--- src/rtl/pause_jam_gen.sv ---
module pause_jam_gen #(
  parameter int          JAM_BITS    = 32,
  parameter int          FRAME_BYTES = 60,
  parameter logic [47:0] SRC_MAC     = 48'h02_11_22_33_44_55
) (
  input  logic        clk,
  input  logic        rst_n,
  input  logic        bp_strap,
  input  logic        fc_strap,
  input  logic        half_sel,
  input  logic        buf_free,
  input  logic        frame_start,
  input  logic [15:0] pause_quanta,
  output logic        jam_o,
  output logic [7:0]  pf_data,
  output logic        pf_valid,
  output logic        pf_last,
  input  logic        pf_ready
);
  localparam int JW        = $clog2(JAM_BITS + 1);
  localparam int IW        = $clog2(FRAME_BYTES);
  localparam int HDR_BYTES = 18;
  localparam int HW        = 8 * HDR_BYTES;

  logic          bp_en, fc_en;
  logic [JW-1:0] jcnt;
  logic          busy, paused;
  logic [IW-1:0] idx;
  logic [15:0]   q_lat;

  wire congest = frame_start & ~buf_free;
  wire jam_go  = congest & half_sel & bp_en & (jcnt == '0);
  wire xoff_go = congest & ~half_sel & fc_en & ~busy;
  wire xon_go  = paused & buf_free & ~busy;
  wire take    = busy & pf_ready;

  always_ff @(posedge clk)
    if (!rst_n) begin
      bp_en <= bp_strap;
      fc_en <= fc_strap;
    end

  always_ff @(posedge clk)
    if (!rst_n)             jcnt <= '0;
    else if (!half_sel)     jcnt <= '0;
    else if (jam_go)        jcnt <= JW'(JAM_BITS);
    else if (jcnt != '0)    jcnt <= jcnt - 1'b1;

  assign jam_o = half_sel & (jcnt != '0);

  always_ff @(posedge clk)
    if (!rst_n) begin
      busy   <= 1'b0;
      paused <= 1'b0;
      idx    <= '0;
      q_lat  <= '0;
    end else if (xoff_go) begin
      busy   <= 1'b1;
      paused <= 1'b1;
      idx    <= '0;
      q_lat  <= pause_quanta;
    end else if (xon_go) begin
      busy   <= 1'b1;
      paused <= 1'b0;
      idx    <= '0;
      q_lat  <= '0;
    end else if (take) begin
      if (pf_last) busy <= 1'b0;
      else         idx  <= idx + 1'b1;
    end

  wire [HW-1:0] hdr = {48'h01_80_C2_00_00_01, SRC_MAC, 16'h8808, 16'h0001, q_lat};
  wire [HW-1:0] sh  = hdr << {idx, 3'b000};

  assign pf_valid = busy;
  assign pf_last  = busy & (idx == IW'(FRAME_BYTES - 1));
  assign pf_data  = (busy && idx < IW'(HDR_BYTES)) ? sh[HW-1 -: 8] : 8'h00;
endmodule

--- config.mk ---
export PLATFORM = sky130hd
export DESIGN_NAME = pause_jam_gen
export DESIGN_NICKNAME = d
export VERILOG_FILES = /design/src/rtl/pause_jam_gen.sv
export SDC_FILE = /design/constraint.sdc
export NUM_CORES = 1
export LEC_CHECK = 0
export ABC_CLOCK_PERIOD_IN_PS = 1900
export BUFFER_PORTS_ARGS = -buffer_cell sky130_fd_sc_hd__clkbuf_2
export CAP_MARGIN = 10
export CORE_ASPECT_RATIO = 1.5
export CORE_UTILIZATION = 40
export CTS_BUF_LIST = sky130_fd_sc_hd__clkbuf_8 sky130_fd_sc_hd__clkbuf_16
export CTS_CLUSTER_SIZE = 16
export DETAILED_ROUTE_END_ITERATION = 7
export PLACE_DENSITY = 0.63
export SLEW_MARGIN = 0
export SYNTH_ARGS = -nofsm -noshare
export SYNTH_HDL_FRONTEND = slang
export SYNTH_SLANG_ARGS = --single-unit
--- constraint.sdc ---
create_clock -name clk -period 1.9 [get_ports clk]
set_input_delay 0.285 -clock clk [delete_from_list [all_inputs] [get_ports clk]]
set_output_delay 0.285 -clock clk [all_outputs]
set_load 0.005 [all_outputs]
=== Word-level counts from Yosys, hierarchy flattened ===
Cells that the tools add are included.

* Latch bits: 0
* Memories kept: 0
* Flip-flop bits (word level): 32
* Output and inout port bits: 11
* Memory bits (read-only): 0
* Bits in writable memories: 0

* Shifts and indexed selects: 1
* Reductions and logical operators: 12
* Divide/modulo/power cells: 0
* Order comparisons: 1
* Multipliers: 0
* $add $sub $neg: 2
* Equal/unequal tests: 1
* Bitwise operators: 17
* Muxes and demuxes: 11

{| class="wikitable"
|+ Operator list
! operator !! number
|-
| $shl 137x9->144 || 1
|-
| $mux 16 || 2
|-
| $and 1x1->1 || 12
|-
| $mux 6 || 2
|-
| $mux 8 || 1
|-
| $add 6x1->6 const B || 1
|-
| $eq 6x6->1 const B || 1
|-
| $logic_not 6->1 || 1
|-
| $lt 6x5->1 const B || 1
|-
| $mux 1 || 6
|-
| $reduce_and 2->1 || 3
|-
| $reduce_bool 3->1 || 2
|-
| $reduce_bool 6->1 || 1
|-
| $reduce_or 3->1 || 2
|-
| $sub 6x1->6 const B || 1
|-
| $not 1->1 || 5
|-
| $reduce_bool 2->1 || 2
|-
| $logic_and 1x1->1 || 1
|}

=== Depth between registers and ports, before layout ===
Gate-level depths: netlist of run 1.

* Depth in word-level cells: 7
* Depth in mapped cells: 6

=== Worst setup path after synthesis of run 1 ===
OpenSTA, ideal clock, no wires.

* Kind: register -> output
* Start point: register idx[0]
* End point: output pf_data[0]
* Buffers on the path: 1
* Stages on the path, launching flop included: 7
* Data arrival time: 1.389 ns
* Slack: 0.226 ns
* Required time: 1.615 ns
* Path through: dfxtp_1 > buf_6 > inv_1 > ha_1 > nor3b_1 > a2111oi_1 > a211oi_2

* Word-level cells in the longest chain between the ends: 3
* Elaborated cells between the ends (all ways): 4
* Those cells by class: order compare (1); shift (1); mux (1); reduce/logical (1)

{| class="wikitable"
|+ RTL lines
! element !! line !! RTL
|-
| from (decl) || 28 || <nowiki>logic [IW-1:0] idx;</nowiki>
|-
| from (signal assigned) || 69 || <nowiki>else idx <= idx + 1'b1;</nowiki>
|-
| parallel branches: the longest is 2 deep, another holds $shl 137x9->144 || n/a ||
|-
| $mux 8 (*) || 77 || <nowiki>assign pf_data = (busy && idx < IW'(HDR_BYTES)) ? sh[HW-1 -: 8] : 8'h00;</nowiki>
|-
| to (decl) || 15 || <nowiki>output logic [7:0] pf_data,</nowiki>
|}

Every way passes the cells marked *.

=== Worst setup path in the final report of run 1 ===
* Start point: register idx[3]
* End point: output pf_data[0]

Same word-level chain as after synthesis.

==> metrics.cfg, run 1 <==
[drt]
drtAntennaViolNets=0
drt-initial-drc-count=43
wl_um=4775
wl_per_cell_um=14.74
viasPerCell=5.562
first_pass_iters=4
drc=0
vias=1802

[die]
rows=30
die_h_um=86.70
start_util=0.4212
die_x_um=58.47
core-area_um2=4542
dieArea_um2=5069
ios=35

[synth]
netlist.area_leader.share=0.3139
synth_async_sr_flop_share=0
synth_cell_types=50
ys.flop_type=dfxtp_1
syn_avg_cell_area_um2=8.816
synth.cell_area_um2=1913
yosys-top-cells-count=dfxtp_1 (30), a21oi_1 (26), nand3_1 (20)
synth_area_leaders=dfxtp_1 (31%), a21oi_1 (6.8%), o211ai_1 (6.3%), nand3_1 (5.2%), ha_1 (3.9%)
synth.most_common_cell=dfxtp_1
synth_top_cell_by_area=dfxtp_1
seq_area_frac_synth=0.3453
yosysWarnings=0
synth-edff-count=2
syn-num-nets=247
ys_ff_latch=32
synthCells=217

[sta]
fin_skew_ns=0.007328
timing.final.ws_setup_ns=-0.03194
worst_slew_pin_slew_ns=0.6886
hold_violations=0
max_freq_mhz=517.6
finalSetupViolCount=6
fin_crit_sh=1.017
rsz0062_at_grt=true
slew_headroom=0.5409
slew_viol_final=0
fin_tns_setup_ns=-0.1041
min_period_ns=1.932

[run_status]
status=finished, violations left
failed_checks=negative setup slack

[layout]
area_growth_pct=23.41
drive_above_1_share=0.3577
fillCellCount=443
nNetsFinal=289
instances_no_fill=324
postLayoutCoreUtil=0.5198
seq_area_um2=670.6
num_antenna_cells=0
multi_input_area_um2=1149

[worst_setup_path]
cp_slowest_cell=dfxtp_2
cp_max_fo=11
max_stage_delay_ns=0.34
critPathRequiredTime_ns=1.62
critPathBufInv=3
critPathLaunchType=register
critical-path-top-delay-family=buffers and inverters
ff2ff_setup_slack_ns=0.34
end_kind=output pin
crit_type=reg -> out
crit_arrival_ns=1.65
crit_chain=buf_6 -> buf_4 -> nor3b_1 -> a2111oi_2 -> a211oi_2 -> buf_2

[power]
p_switching_uw=662.2
vdd_drop_max_mv=0.4812
p_comb_frac=0.303
p_seq_frac=0.386
p_sw_frac=0.3093
p_int_mw=1.479
p_total_mw=2.141
p_leak_nw=0.8746
clkPwrFrac=0.311
cellPowerDensity_nw_per_um2=906.8

[clock_tree]
cts_hold_buf=0
cts_made_buffers=5
path_clk_slew_ns=0.07
cts_max_level=2
clock-sinks=32
clockBufferDepth=2
cts_tree=done
clk_latency_ns=0.29
clockRootBuffer=clkbuf_8

[placement]
io_buffers=34
hpwl_um=3235
dpl.cell_count=312
gp_congestion=0.8836

[grt]
antenna_found_initial=0
grt-ovfl-total=0
grt_pass1_wl_um=7962
grt_usage=0.2052
grt_pass1_vias=1766
grt_start_max_net_pins=21

[job]
cap_violations=0

[worst_hold_path]
holdCritPathClass=in -> reg

==> cell type report <==
| class | instances | area share |
|---|---|---|
| Clock buffer | 5 | 0.02915 |
| Timing Repair Buffer | 53 | 0.1357 |
| Inverter | 8 | 0.01272 |
| Clock inverter | 3 | 0.01802 |
| Sequential cell | 32 | 0.2840 |
| Tap cell | 64 | 0.03392 |
| Multi-Input combinational cell | 159 | 0.4865 |
==> registers in the layout (all words and copies together) (netlist names) <==
register	flops
fc_en	1
q_lat	16
idx	6
pf_valid	1
bp_en	1
paused	1
jcnt	6
==> worst reg2reg max path, stage by stage (launching register included) <==
cell	delay, ns
dfxtp_1	0.33
buf_4	0.17
or2_1	0.57
o211ai_2	0.25
a21oi_1	0.16
==> per-stage QoR <==
stage,area [µm²],hold WS [ns],worst slack (ns)
finish,2361,0.1632,-0.03194
global route,2361,0.1644,-0.09344
CTS,2308,0.1618,-0.02039
detailed placement,2150,0.4670,0.1650
global placement,2150,0.4633,0.1548
floorplan,1913,0.3839,0.2265
==> path summary, 6_finish.rpt <==
kind	start	end	cells after the start
min	fc_strap	fc_en	1
min reg2reg	q_lat[13]	q_lat[13]	2
max	idx[3]	pf_data[0]	6
max reg2reg	pf_valid	idx[2]	4
==> placed cells by master (no fill, tap or decap), drive strengths merged, types with 2 or more instances in the layout <==
cell type / Yosys / routed
a211oi: 5 / 5
nor3: 8 / 8
nor2: 4 / 4
o211ai: 17 / 17
nand2: 9 / 9
clkinv: 2 / 3
o21ai: 6 / 6
nor2b: 4 / 4
o2111ai: 2 / 2
and3: 2 / 2
edfxtp: 2 / 2
a21oi: 28 / 28
and2: 2 / 2
clkbuf: 7 / 34
nand3b: 4 / 4
ha: 6 / 6
nor3b: 4 / 4
mux2i: 6 / 6
buf: 11 / 24
or3: 5 / 5
nand3: 20 / 20
inv: 6 / 6
nand4: 3 / 3
mux2: 4 / 4
a311oi: 2 / 2
a21o: 4 / 4
dfxtp: 30 / 30
xnor2: 3 / 3
==> repair_timing <==
action                     4_1_cts  5_1_grt
gates resized for setup         10       14
hold endpoints to repair         0        0
setup endpoints to repair        9        9
pin swaps                        1        1
setup buffers                    2        2
==> cells by family after synthesis <==
kind of cell	synth area share
XOR/XNOR	0.01832
AO/OA/AOI/OAI	0.2505
AND/OR/NAND/NOR	0.2099
buffers and inverters	0.08175
flip-flops	0.3453
multiplexers	0.05494
adder cells (fa/ha/maj)	0.03924
==> power groups by stage <==
stage                     Clock, mW  Combinational (mW)  Sequential (mW)
after global routing          0.704               0.725            0.837
final                         0.665               0.649            0.826
after global placement            0               0.624            0.828
after floorplan                   0               0.475            0.815
after detailed placement          0               0.633            0.830
after CTS                     0.672               0.643            0.818
==> layer usage <==
layer	wire, µm	part of all wire	track usage
met5	0	0	0
met4	157	0.033	0.1169
met3	128	0.027	0.02687
met2	2501	0.52	0.3730
met1	1988	0.42	0.2221
Note: power is estimated with default switching activity, not from simulation.
==> run 2, diff against run 1 <==
--- a/config.mk
+++ b/config.mk
@@ -13,7 +13,7 @@
 export CTS_BUF_LIST = sky130_fd_sc_hd__clkbuf_8 sky130_fd_sc_hd__clkbuf_16
 export CTS_CLUSTER_SIZE = 16
 export DETAILED_ROUTE_END_ITERATION = 7
-export PLACE_DENSITY = 0.63
+export PLACE_DENSITY = 0.59
 export SLEW_MARGIN = 0
 export SYNTH_ARGS = -nofsm -noshare
 export SYNTH_HDL_FRONTEND = slang
==> run 2 against run 1 <==
  * The run still ends with negative setup slack left
  * Highest routed layer unchanged
  * Largest cell class unchanged
  * Flip-flop and latch count stayed put
  * Clock power fell by 22%
  * Maximum frequency rose by 0.37%
  * Power fell by 5.3%
  * First-iteration DRC count did not move
  * Utilization is 0.50 points lower
  * Via count fell by 3.0%
  * Routed wire length shrank 1.7%
  * Combinational power rose by 5.2%
  * Design area shrank 0.95%
==> metrics.cfg, run 2 (synthesized netlist as in run 1, its figures left out) <==
[run_status]
status=finished, violations left
failed_checks=negative setup slack

[grt]
grt_pass1_wl_um=7783  ; -2.2%
antenna_found_initial=0  ; unchanged
grt_usage=0.2041  ; -0.001100
grt_pass1_vias=1678  ; -5.0%
grt-ovfl-total=0  ; unchanged
grt_start_max_net_pins=21  ; unchanged

[placement]
placed_area_um2=2157  ; +0.35%
io_buffers=34  ; unchanged
gp_congestion=0.7916  ; -10%
place_ws_ns=0.1273  ; -0.03770 ns
hpwl_um=3350  ; +3.5%

[drt]
viasPerCell=5.395  ; -3.0%
first_pass_iters=4  ; unchanged
drc=0  ; unchanged
wl_um=4694  ; -1.7%
wl_per_cell_um=14.49  ; -1.7%
vias=1748  ; -3.0%
drtAntennaViolNets=0  ; unchanged
drt-initial-drc-count=43  ; unchanged

[layout]
layout_common_cells=clkbuf_2 (31), a21oi_1 (26), dfxtp_1 (24), nand3_1 (20), buf_4 (17)
nNetsFinal=289  ; unchanged
top_regs=q_lat (16), idx (6), jcnt (6)
drive_above_1_share=0.3615  ; +0.003846
top_register=q_lat
design_area_um2=2338  ; -0.95%
layout_commonest_cell=clkbuf_2
num_antenna_cells=0  ; unchanged
postLayoutCoreUtil=0.5149  ; -0.004959
largest_register_ff_count=16  ; unchanged
area_growth_pct=22.24

[worst_setup_path]
reg2reg_from=pf_valid
critPathLaunchType=register
crit_type=reg -> out
ff2ff_path_depth=4  ; unchanged
critPathRequiredTime_ns=1.62  ; about the same
crit_start=idx[1]
r2r-end=idx[1]
crit_arrival_ns=1.64  ; about the same
end_kind=output pin
cp_max_fo=8  ; -3
ff2ff_setup_slack_ns=0.35  ; about the same
cp-endpoint=pf_data[7]

[sta]
max_freq_mhz=519.5  ; +0.37%
min_period_ns=1.925  ; -0.007188 ns
rsz0062_at_grt=true
fin_tns_setup_ns=-0.07649  ; +0.02757 ns
fin_skew_ns=0.005993  ; -0.001335 ns
slew_viol_final=0  ; unchanged
whs_ns=0.1702  ; +0.007008 ns
hold_violations=0  ; unchanged
timing.final.ws_setup_ns=-0.02475  ; +0.007188 ns
worst_slew_pin_slew_ns=0.6940  ; +0.005383 ns
slew_headroom=0.5374  ; -0.003588
finalSetupViolCount=4  ; -2
fin_crit_sh=1.013  ; -0.003783

[clock_tree]
cts_tree=done
clk_latency_ns=0.28  ; about the same
clockRootBuffer=clkbuf_8
clockBufferDepth=2  ; unchanged
cts_max_level=2  ; unchanged
path_clk_slew_ns=0.07  ; about the same
cts_made_buffers=5  ; unchanged
clock-sinks=32  ; unchanged
cts_hold_buf=0  ; unchanged

[die]
die_h_um=86.70  ; unchanged
start_util=0.4212  ; unchanged
ios=35  ; unchanged
core-area_um2=4542  ; unchanged
dieArea_um2=5069  ; unchanged
rows=30  ; unchanged
die_x_um=58.47  ; unchanged

[power]
p_sw_frac=0.3219  ; +0.01256
vdd_drop_max_mv=0.4495  ; -6.6%
p_seq_frac=0.407  ; +0.021
p_int_mw=1.374  ; -7.1%
p_comb_frac=0.337  ; +0.034
clkPwrFrac=0.256  ; -0.055
p_leak_nw=0.8712  ; -0.39%
cellPowerDensity_nw_per_um2=866.6  ; -4.4%
p_switching_uw=652.3  ; -1.5%

[job]
cap_violations=0  ; unchanged

[worst_hold_path]
holdCritPathClass=in -> reg

run 2: area by class of cell:
type / instances / area [µm²]
repair buffers: 53 / 314.1
well taps: 64 / 80.08
multi-input cells: 159 / 1156
flip-flops and latches: 32 / 670.6
clock inverters: 3 / 18.77
fillers: 443 / 2203
clock buffers: 5 / 68.82
inverters: 8 / 30.03
run 2: timing repair:
action / in CTS / in global routing
setup buffers: 0 / 2
resized for setup: 11 / 12
setup endpoints to repair: 9 / 9
gates cloned: 0 / 1
pin swaps: 1 / 0
run 2: power groups by stage:
| stage | combinational, mW | clock (mW) | sequential [mW] |
|---|---|---|---|
| after detailed placement | 0.636 | 0 | 0.829 |
| after global placement | 0.629 | 0 | 0.829 |
| after floorplan | 0.475 | 0 | 0.815 |
| final | 0.683 | 0.518 | 0.826 |
| after global routing | 0.771 | 0.574 | 0.835 |
| after CTS | 0.647 | 0.538 | 0.819 |
run 2: worst min path at each step:
stage                     startpoint     to  slack, ns  cells after the start
after detailed placement    bp_strap  bp_en       0.47                      1
after global placement      bp_strap  bp_en       0.46                      1
after CTS                   bp_strap  bp_en       0.16                      1
final                       bp_strap  bp_en       0.17                      1
after global routing        bp_strap  bp_en       0.16                      1
after floorplan             bp_strap  bp_en       0.38                      0
run 2: through the flow:
step	power, mW	std cells
floorplan	1.290	217
global placement	1.458	313
detailed placement	1.465	313
CTS	2.004	321
global route	2.180	324
finish	2.027	324
run 2: critical path, cell delays in order (launching register included):
cell and delay (ns):
dfxtp_2 0.34, o31a_1 0.30, or3_4 0.41, a211oi_2 0.17, clkbuf_2 0.14
run 2: metal layers:
layer	vias to the layer above	track usage	part of all wire
met1	794	0.2438	0.44
met5	-	0	0
met4	0	0.07359	0.011
met2	51	0.3469	0.51
met3	8	0.05373	0.036
li1	895	-	-
